### src/rtl/txg_pkg.sv
`timescale 1ns/1ps
package txg_pkg;

  typedef enum logic [2:0] {
    TXG_IDLE,
    TXG_WAIT,
    TXG_BEGIN,
    TXG_COPY,
    TXG_DONE
  } txg_state_e;

  localparam int unsigned TXG_CHUNK_SHIFT = 6;

  // cycles a read occupies: fixed part plus a cost per started 64-byte chunk
  function automatic int unsigned txg_read_cycles(input int unsigned len,
                                                  input int unsigned dly,
                                                  input int unsigned fac);
    int unsigned chunks;
    int unsigned total;
    chunks = (len + (32'd1 << TXG_CHUNK_SHIFT) - 32'd1) >> TXG_CHUNK_SHIFT;
    total  = dly + chunks * fac;
    if (total == 0) total = 1;
    return total;
  endfunction

  // room test: free bytes must cover the staged bytes plus the new piece
  function automatic logic txg_fits(input int unsigned free_b,
                                    input int unsigned staged_b,
                                    input int unsigned frag_b);
    return free_b >= staged_b + frag_b;
  endfunction

endpackage

### src/rtl/txg_fifo_acct.sv
`timescale 1ns/1ps
module txg_fifo_acct #(
  parameter int unsigned FIFO_BYTES = 32768,
  parameter int CNT_W = 16,
  parameter int STG_W = 15
) (
  input  logic             clk,
  input  logic             rst_n,
  input  logic             push,
  input  logic [STG_W-1:0] push_len,
  input  logic             drain,
  input  logic [CNT_W-1:0] drain_len,
  output logic [CNT_W-1:0] used,
  output logic [CNT_W-1:0] free
);
  logic [CNT_W-1:0] used_q;
  logic [CNT_W-1:0] add_b;
  logic [CNT_W-1:0] sub_b;

  assign add_b = push  ? CNT_W'(push_len) : '0;
  assign sub_b = drain ? drain_len        : '0;

  always_ff @(posedge clk) begin
    if (!rst_n) used_q <= '0;
    else        used_q <= used_q + add_b - sub_b;
  end

  assign used = used_q;
  assign free = CNT_W'(FIFO_BYTES) - used_q;
endmodule

### src/rtl/txg_stage.sv
`timescale 1ns/1ps
module txg_stage #(
  parameter int LEN_W = 15,
  parameter int STG_W = 15,
  parameter int unsigned MAX_PKT = 16384
) (
  input  logic             clk,
  input  logic             rst_n,
  input  logic             req_try,
  input  logic [LEN_W-1:0] req_len,
  input  logic             frag_done,
  input  logic             frag_more,
  input  logic [LEN_W-1:0] frag_len,
  output logic [STG_W-1:0] staged,
  output logic [STG_W-1:0] pkt_len,
  output logic             reject,
  output logic             err_pulse
);
  localparam int SUM_W = ((STG_W > LEN_W) ? STG_W : LEN_W) + 1;

  logic [STG_W-1:0] staged_q;
  logic             err_q;
  logic [SUM_W-1:0] req_sum;
  logic [SUM_W-1:0] frag_sum;

  assign req_sum  = SUM_W'(staged_q) + SUM_W'(req_len);
  assign frag_sum = SUM_W'(staged_q) + SUM_W'(frag_len);
  assign reject   = req_try && (req_sum > SUM_W'(MAX_PKT));

  always_ff @(posedge clk) begin
    if (!rst_n) begin
      staged_q <= '0;
      err_q    <= 1'b0;
    end else begin
      err_q <= reject;
      if (reject)
        staged_q <= '0;
      else if (frag_done)
        staged_q <= frag_more ? STG_W'(frag_sum) : '0;
    end
  end

  assign staged    = staged_q;
  assign pkt_len   = STG_W'(frag_sum);
  assign err_pulse = err_q;
endmodule

### src/rtl/txg_seq.sv
`timescale 1ns/1ps
module txg_seq
  import txg_pkg::*;
#(
  parameter int ADDR_W = 32,
  parameter int LEN_W = 15,
  parameter int CNT_W = 16,
  parameter int STG_W = 15,
  parameter int LAT_W = 16,
  parameter int unsigned LAT_DELAY = 4,
  parameter int unsigned LAT_FACTOR = 2
) (
  input  logic              clk,
  input  logic              rst_n,
  input  logic              tx_enable,
  input  logic              req_take,
  input  logic [ADDR_W-1:0] req_addr,
  input  logic [LEN_W-1:0]  req_len,
  input  logic              req_more,
  input  logic [CNT_W-1:0]  fifo_free,
  input  logic [STG_W-1:0]  staged,
  input  logic              dma_busy,
  output logic              dma_req,
  output logic [ADDR_W-1:0] dma_addr,
  output logic [LEN_W-1:0]  dma_len,
  output logic              frag_done,
  output logic              frag_more,
  output logic [LEN_W-1:0]  frag_len,
  output logic              busy,
  output logic              done_complete,
  output logic [LEN_W-1:0]  done_len
);
  txg_state_e        state_q;
  logic              pend_q;
  logic [ADDR_W-1:0] addr_q;
  logic [LEN_W-1:0]  len_q;
  logic              more_q;
  logic [LAT_W-1:0]  lat_q;
  logic              cmpl_q;
  logic [LEN_W-1:0]  dlen_q;
  logic              room_ok;
  logic [LAT_W-1:0]  lat_load;

  assign room_ok  = txg_fits(32'(fifo_free), 32'(staged), 32'(len_q));
  assign lat_load = LAT_W'(txg_read_cycles(32'(len_q), LAT_DELAY, LAT_FACTOR));

  always_ff @(posedge clk) begin
    if (!rst_n) begin
      state_q <= TXG_IDLE;
      pend_q  <= 1'b0;
      addr_q  <= '0;
      len_q   <= '0;
      more_q  <= 1'b0;
      lat_q   <= '0;
      cmpl_q  <= 1'b0;
      dlen_q  <= '0;
    end else begin
      case (state_q)
        TXG_IDLE: begin
          if (req_take) begin
            addr_q <= req_addr;
            len_q  <= req_len;
            more_q <= req_more;
            cmpl_q <= 1'b0;
            dlen_q <= '0;
            if (tx_enable) state_q <= TXG_WAIT;
            else           pend_q  <= 1'b1;
          end else if (pend_q && tx_enable) begin
            pend_q  <= 1'b0;
            state_q <= TXG_WAIT;
          end
        end
        TXG_WAIT: begin
          if (room_ok) state_q <= TXG_BEGIN;
        end
        TXG_BEGIN: begin
          if (!dma_busy) begin
            lat_q   <= lat_load;
            state_q <= TXG_COPY;
          end
        end
        TXG_COPY: begin
          if (lat_q <= LAT_W'(1)) state_q <= TXG_DONE;
          else                    lat_q   <= lat_q - LAT_W'(1);
        end
        TXG_DONE: begin
          cmpl_q  <= 1'b1;
          dlen_q  <= len_q;
          state_q <= TXG_IDLE;
        end
        default: state_q <= TXG_IDLE;
      endcase
    end
  end

  assign dma_req       = (state_q == TXG_BEGIN) && !dma_busy;
  assign dma_addr      = addr_q;
  assign dma_len       = len_q;
  assign frag_done     = (state_q == TXG_DONE);
  assign frag_more     = more_q;
  assign frag_len      = len_q;
  assign busy          = (state_q != TXG_IDLE) || pend_q;
  assign done_complete = cmpl_q;
  assign done_len      = dlen_q;
endmodule

### src/rtl/tx_gather_dma.sv
`timescale 1ns/1ps
module tx_gather_dma #(
  parameter int ADDR_W = 32,
  parameter int LEN_W = 15,
  parameter int unsigned FIFO_BYTES = 32768,
  parameter int unsigned MAX_PKT = 16384,
  parameter int unsigned LAT_DELAY = 4,
  parameter int unsigned LAT_FACTOR = 2,
  parameter int LAT_W = 16,
  localparam int CNT_W = $clog2(FIFO_BYTES + 1),
  localparam int STG_W = $clog2(MAX_PKT + 1)
) (
  input  logic              clk,
  input  logic              rst_n,
  input  logic              tx_enable,
  input  logic [CNT_W-1:0]  max_copy,
  input  logic              req_wr,
  input  logic [ADDR_W-1:0] req_addr,
  input  logic [LEN_W-1:0]  req_len,
  input  logic              req_more,
  output logic              done_busy,
  output logic              done_complete,
  output logic [LEN_W-1:0]  done_len,
  input  logic              dma_busy,
  output logic              dma_req,
  output logic [ADDR_W-1:0] dma_addr,
  output logic [LEN_W-1:0]  dma_len,
  output logic [STG_W-1:0]  dma_buf_off,
  output logic              push_valid,
  output logic [STG_W-1:0]  push_len,
  input  logic              drain_valid,
  input  logic [CNT_W-1:0]  drain_len,
  output logic [CNT_W-1:0]  fifo_used,
  output logic [CNT_W-1:0]  fifo_free,
  output logic              irq_dma,
  output logic              irq_full,
  output logic              full_flag,
  output logic              err_oversize
);
  // named internal events
  logic             ev_req_try;
  logic             ev_reject;
  logic             ev_req_take;
  logic             ev_frag_done;
  logic             ev_push;
  logic             ev_full_hit;
  logic             frag_more;
  logic [LEN_W-1:0] frag_len;
  logic [STG_W-1:0] stg_len;
  logic [STG_W-1:0] pkt_len;
  logic [CNT_W-1:0] free_after;
  logic             irq_dma_q;
  logic             irq_full_q;
  logic             full_q;

  assign ev_req_try  = req_wr && !done_busy;
  assign ev_req_take = ev_req_try && !ev_reject;

  txg_stage #(.LEN_W(LEN_W), .STG_W(STG_W), .MAX_PKT(MAX_PKT)) u_stage (
    .clk       (clk),
    .rst_n     (rst_n),
    .req_try   (ev_req_try),
    .req_len   (req_len),
    .frag_done (ev_frag_done),
    .frag_more (frag_more),
    .frag_len  (frag_len),
    .staged    (stg_len),
    .pkt_len   (pkt_len),
    .reject    (ev_reject),
    .err_pulse (err_oversize)
  );

  txg_seq #(
    .ADDR_W(ADDR_W), .LEN_W(LEN_W), .CNT_W(CNT_W), .STG_W(STG_W),
    .LAT_W(LAT_W), .LAT_DELAY(LAT_DELAY), .LAT_FACTOR(LAT_FACTOR)
  ) u_seq (
    .clk           (clk),
    .rst_n         (rst_n),
    .tx_enable     (tx_enable),
    .req_take      (ev_req_take),
    .req_addr      (req_addr),
    .req_len       (req_len),
    .req_more      (req_more),
    .fifo_free     (fifo_free),
    .staged        (stg_len),
    .dma_busy      (dma_busy),
    .dma_req       (dma_req),
    .dma_addr      (dma_addr),
    .dma_len       (dma_len),
    .frag_done     (ev_frag_done),
    .frag_more     (frag_more),
    .frag_len      (frag_len),
    .busy          (done_busy),
    .done_complete (done_complete),
    .done_len      (done_len)
  );

  assign ev_push = ev_frag_done && !frag_more;

  txg_fifo_acct #(.FIFO_BYTES(FIFO_BYTES), .CNT_W(CNT_W), .STG_W(STG_W)) u_acct (
    .clk       (clk),
    .rst_n     (rst_n),
    .push      (ev_push),
    .push_len  (pkt_len),
    .drain     (drain_valid),
    .drain_len (drain_len),
    .used      (fifo_used),
    .free      (fifo_free)
  );

  assign free_after  = fifo_free - CNT_W'(pkt_len);
  assign ev_full_hit = ev_push && (free_after < max_copy);

  always_ff @(posedge clk) begin
    if (!rst_n) begin
      irq_dma_q  <= 1'b0;
      irq_full_q <= 1'b0;
      full_q     <= 1'b0;
    end else begin
      irq_dma_q  <= ev_frag_done;
      irq_full_q <= ev_full_hit;
      if (ev_full_hit)              full_q <= 1'b1;
      else if (fifo_free >= max_copy) full_q <= 1'b0;
    end
  end

  assign dma_buf_off = stg_len;
  assign push_valid  = ev_push;
  assign push_len    = pkt_len;
  assign irq_dma     = irq_dma_q;
  assign irq_full    = irq_full_q;
  assign full_flag   = full_q;
endmodule

### config.mk
export PLATFORM = sky130hd
export DESIGN_NAME = tx_gather_dma
export DESIGN_NICKNAME = d
export VERILOG_FILES = /design/src/rtl/txg_pkg.sv /design/src/rtl/txg_fifo_acct.sv /design/src/rtl/txg_stage.sv /design/src/rtl/txg_seq.sv /design/src/rtl/tx_gather_dma.sv
export SDC_FILE = /design/constraint.sdc
export NUM_CORES = 1
export LEC_CHECK = 0
export ABC_AREA = 1
export BUFFER_PORTS_ARGS = -buffer_cell sky130_fd_sc_hd__clkbuf_2
export CAP_MARGIN = 0
export CORE_ASPECT_RATIO = 2
export CORE_MARGIN = 3
export CORE_UTILIZATION = 51
export DETAILED_ROUTE_END_ITERATION = 8
export HOLD_SLACK_MARGIN = 0.02
export PLACE_DENSITY = 0.83
export SLEW_MARGIN = 20
export SYNTH_ARGS = -nofsm -noshare
export SYNTH_HDL_FRONTEND = slang
export SYNTH_SLANG_ARGS = --single-unit
### constraint.sdc
create_clock -name clk -period 4.35 [get_ports clk]
set_clock_uncertainty 0.05 [all_clocks]
set_input_delay 0.435 -clock clk [delete_from_list [all_inputs] [get_ports clk]]
set_output_delay 0.435 -clock clk [all_outputs]
set_load 0.01 [all_outputs]
==> flow_summary.yaml <==
timing:
  finalHoldViolCount: 0
  rsz0062_at_grt: "yes"
  slew_viol_final: 0
  relSlewSlack_pct: 51.2
  setup_viol_count_final: 0
  min_period_ps: 4340
  tightest_slew_ps: 731
  fmax_mhz: 231
  tns_ps: 0
  post-route-period-util_pct: 99.7
placed_design:
  place_congestion: 0.969
  place_hpwl_um: 27300
  port_buffers: 217
  placed_area_mm2: 0.0117
grt:
  use_met2_pct: 57.6
  track_usage_pct: 30.1
  use_met3_pct: 4.51
  top_usage_layer: "met2"
  grt_overflow: 0
  grt_pass1_vias: 11200
  met1_usage_pct: 27.4
  grt_first_pass_wirelength_um: 52300
  antenna_found_initial: 0
  grt_max_degree: 58
drt:
  wl_per_cell_um: 16.6
  drt_pass1_iterations: 6
  ant_nets: 0
  drt-initial-drc-count: 543
  wl_um: 33700
  drc: 0
  viasPerCell: 5.54
  vias: 11300
synthesis:
  syn_avg_cell_area_um2: 6.68
  synth_area_mm2: 0.0101
  synth_common_cells: "nand2_1, inv_1, a21oi_1, dfxtp_1, nand3_1"
  synth_top_area_share_pct: 23.6
  synth_area_leaders: "dfxtp_1, nand2_1, ha_1, inv_1, a21oi_1"
  synthesis.nets: 1713
  synth_most_common_cell: "nand2_1"
  ys_seq_area_share_pct: 23.6
  synth_cell_types: 53
  yosysTopAreaCell: "dfxtp_1"
  synth_warnings: 0
  synth-seq-cells: 119
  async_flop_share_pct: 0
  synth_edf_count: 0
  postSynthCellCount: 1511
  synth_ff_type: "dfxtp_1"
worst_setup_path:
  critPathLaunchType: "register"
  r2r-start: "u_stage.staged[0]"
  worstPathArrival_ps: 4660
  critPathMaxFanout: 3
  reg2regPathDepth: 27
  endpoint: "full_flag"
  reg2reg_to: "full_flag"
  critPathKind: "register to register"
  crit_start: "u_stage.staged[0]"
  worstPathRequired_ps: 4670
  cp-end-kind: "register"
  r2r_slack_ps: 10
clock_network:
  cts-htree-levels: 4
  clock_latency_ps: 430
  cts_sinks: 119
  cts.hold.buffers_added: 0
  cts_tree: "done"
  cts.clk_slew.worst_paths_ps: 60
  clock-root-buffer: "clkbuf_16"
  cts_max_path_buffers: 2
  cts_made_buffers: 17
final_layout:
  finalInstanceArea_mm2: 0.0125
  nNetsFinal: 1962
  diodes: 0
  post_route_cells_drive_above_1_share_pct: 22.4
  area_growth_pct: 23.5
floorplan:
  die-area_mm2: 0.0216
  die_h_um: 205
  fp.dieW_um: 106
  ios: 218
  initial_utilization_pct: 52.2
  rows: 72
  core_area_mm2: 0.0194
power_and_ir_drop:
  worst_ir_drop_vdd_mv: 0.455
  p_leak_nw: 6.44
  powerDensity_mw_per_mm2: 605
job:
  drv_cap: 0
run_status:
  status: "completed"
worst_hold_path:
  min_path_type: "input pin to register"
what timing repair did:
| action | in CTS | in global routing |
|---|---|---|
| setup buffers | 3 | 2 |
| resized for setup | 6 | 28 |
| cloned | 0 | 0 |
| pin swaps | 9 | 16 |
| endpoints found under the hold margin | 0 | 0 |
| setup endpoints to repair | 2 | 7 |
report_power, final:
part	total (mW)	leakage, nW	switching, mW	internal (mW)
clock	1.49	0.298	0.568	0.923
combinational	4.63	5.17	2.88	1.75
sequential	1.42	0.971	0.160	1.26
layer usage:
metal	part of all wire (%)	vias to the layer above
li1	-	5484
met1	33	5160
met2	54	438
met3	4.5	180
met4	8.8	0
met5	0	-
worst min-delay path by stage:
stage                                  start            endpoint  slack (ps)  cells past startpoint
after floorplan              u_seq.lat_q[14]     u_seq.lat_q[14]         400                      2
after global placement    u_seq.dma_addr[29]  u_seq.dma_addr[29]         400                      2
after detailed placement  u_seq.dma_addr[28]  u_seq.dma_addr[28]         400                      2
after CTS                        req_addr[1]   u_seq.dma_addr[1]         200                      3
after global routing            req_addr[29]  u_seq.dma_addr[29]         210                      3
final                            req_addr[1]   u_seq.dma_addr[1]         200                      3
metrics by stage:
stage                     hold WS (ps)  util [%]  total power [mW]  worst slack [ps]  std cells
final                              204      64.4              7.54              13.6       2032
after global routing               212      64.4              8.11              -199       2032
after CTS                          198      63.8              7.41              2.50       2030
after detailed placement           401      60.3              5.83              -147       1995
after global placement             398      60.3              5.69             -7.69       1995
after floorplan                    395         -              4.43              25.0       1511
flip-flops by register name, summed over array words and instances (netlist names), 3 cells and up:
| name | count |
|---|---|
| u_seq.lat_q | 16 |
| u_seq.done_len | 15 |
| u_stage.staged | 15 |
| u_acct.used | 16 |
| u_seq.dma_len | 15 |
| u_seq.state_q | 3 |
| u_seq.dma_addr | 32 |
placed cells by master (no fill, tap or decap), types with 3 or more instances in the layout:
cell type  synthesis  final
a31oi_1           12     11
inv_1            219    218
nand3_1          111    109
a21o_1             4      4
nand2_2           18     22
nand2_4            6      7
o21ai_0           69     65
o22ai_1           15     15
nand2_1          337    332
clkbuf_2           0    217
nor3_2             3      5
nor2_4             8      8
nor3_1            14     12
nand3_2            9     11
or2_2              6      6
bufinv_16          0      3
xnor2_1            7      7
nand3b_1           3      3
nor2_1           103    101
xor2_1            39     37
o21ai_1            9     11
a21oi_1          161    157
clkinv_4           0      6
a21oi_2            1      4
buf_4              4     52
nand4_1           28     28
o21bai_1           4      4
dfxtp_1          119    117
inv_2              8      9
fa_1              18     17
ha_4               0      3
a211oi_1           5      3
nor2_2             5      7
ha_1              98     93
clkbuf_16          0     17
o21a_1             8      8
worst max-delay path, cell delays in order, from the launching register on:
cell and delay, ps:
dfxtp_2 340, ha_4 170, fa_2 400, nand3_2 70, nand2_2 60, nand2_2 70, nand2_2 60, a21oi_4 150
xor2_2 190, inv_2 60, ha_4 280, nand2_4 40, nor3_2 170, nand2_1 80, o211ai_1 130, a21oi_1 130
o21ai_1 190, nand2_1 90, o21ai_2 170, buf_4 130, buf_4 90, xor2_1 150, ha_1 270, a21oi_1 170
o221ai_1 170, a211oi_2 260, a31oi_1 60, inv_1 70
area by class of cell:
cell class | instances | area [um2]
Inverter | 228 | 856
Fill cell | 1762 | 6900
Clock buffer | 19 | 443
Sequential cell | 119 | 2380
Clock inverter | 13 | 173
Timing Repair Buffer | 269 | 1480
Multi-Input combinational cell | 1125 | 6820
Tap cell | 259 | 324
cells by family (layout without fill, tap and decap cells):
| group | count (synthesis) | after routing | synth area share, % |
|---|---|---|---|
| AND/OR/NAND/NOR | 660 | 660 | 29.9 |
| AO/OA/AOI/OAI | 303 | 303 | 16.4 |
| buffers and inverters | 267 | 529 | 10.4 |
| flip-flops | 119 | 119 | 23.6 |
| adder cells (fa/ha/maj) | 116 | 116 | 15.7 |
| XOR/XNOR | 46 | 46 | 3.99 |
Note: power is estimated with default switching activity, not from simulation.
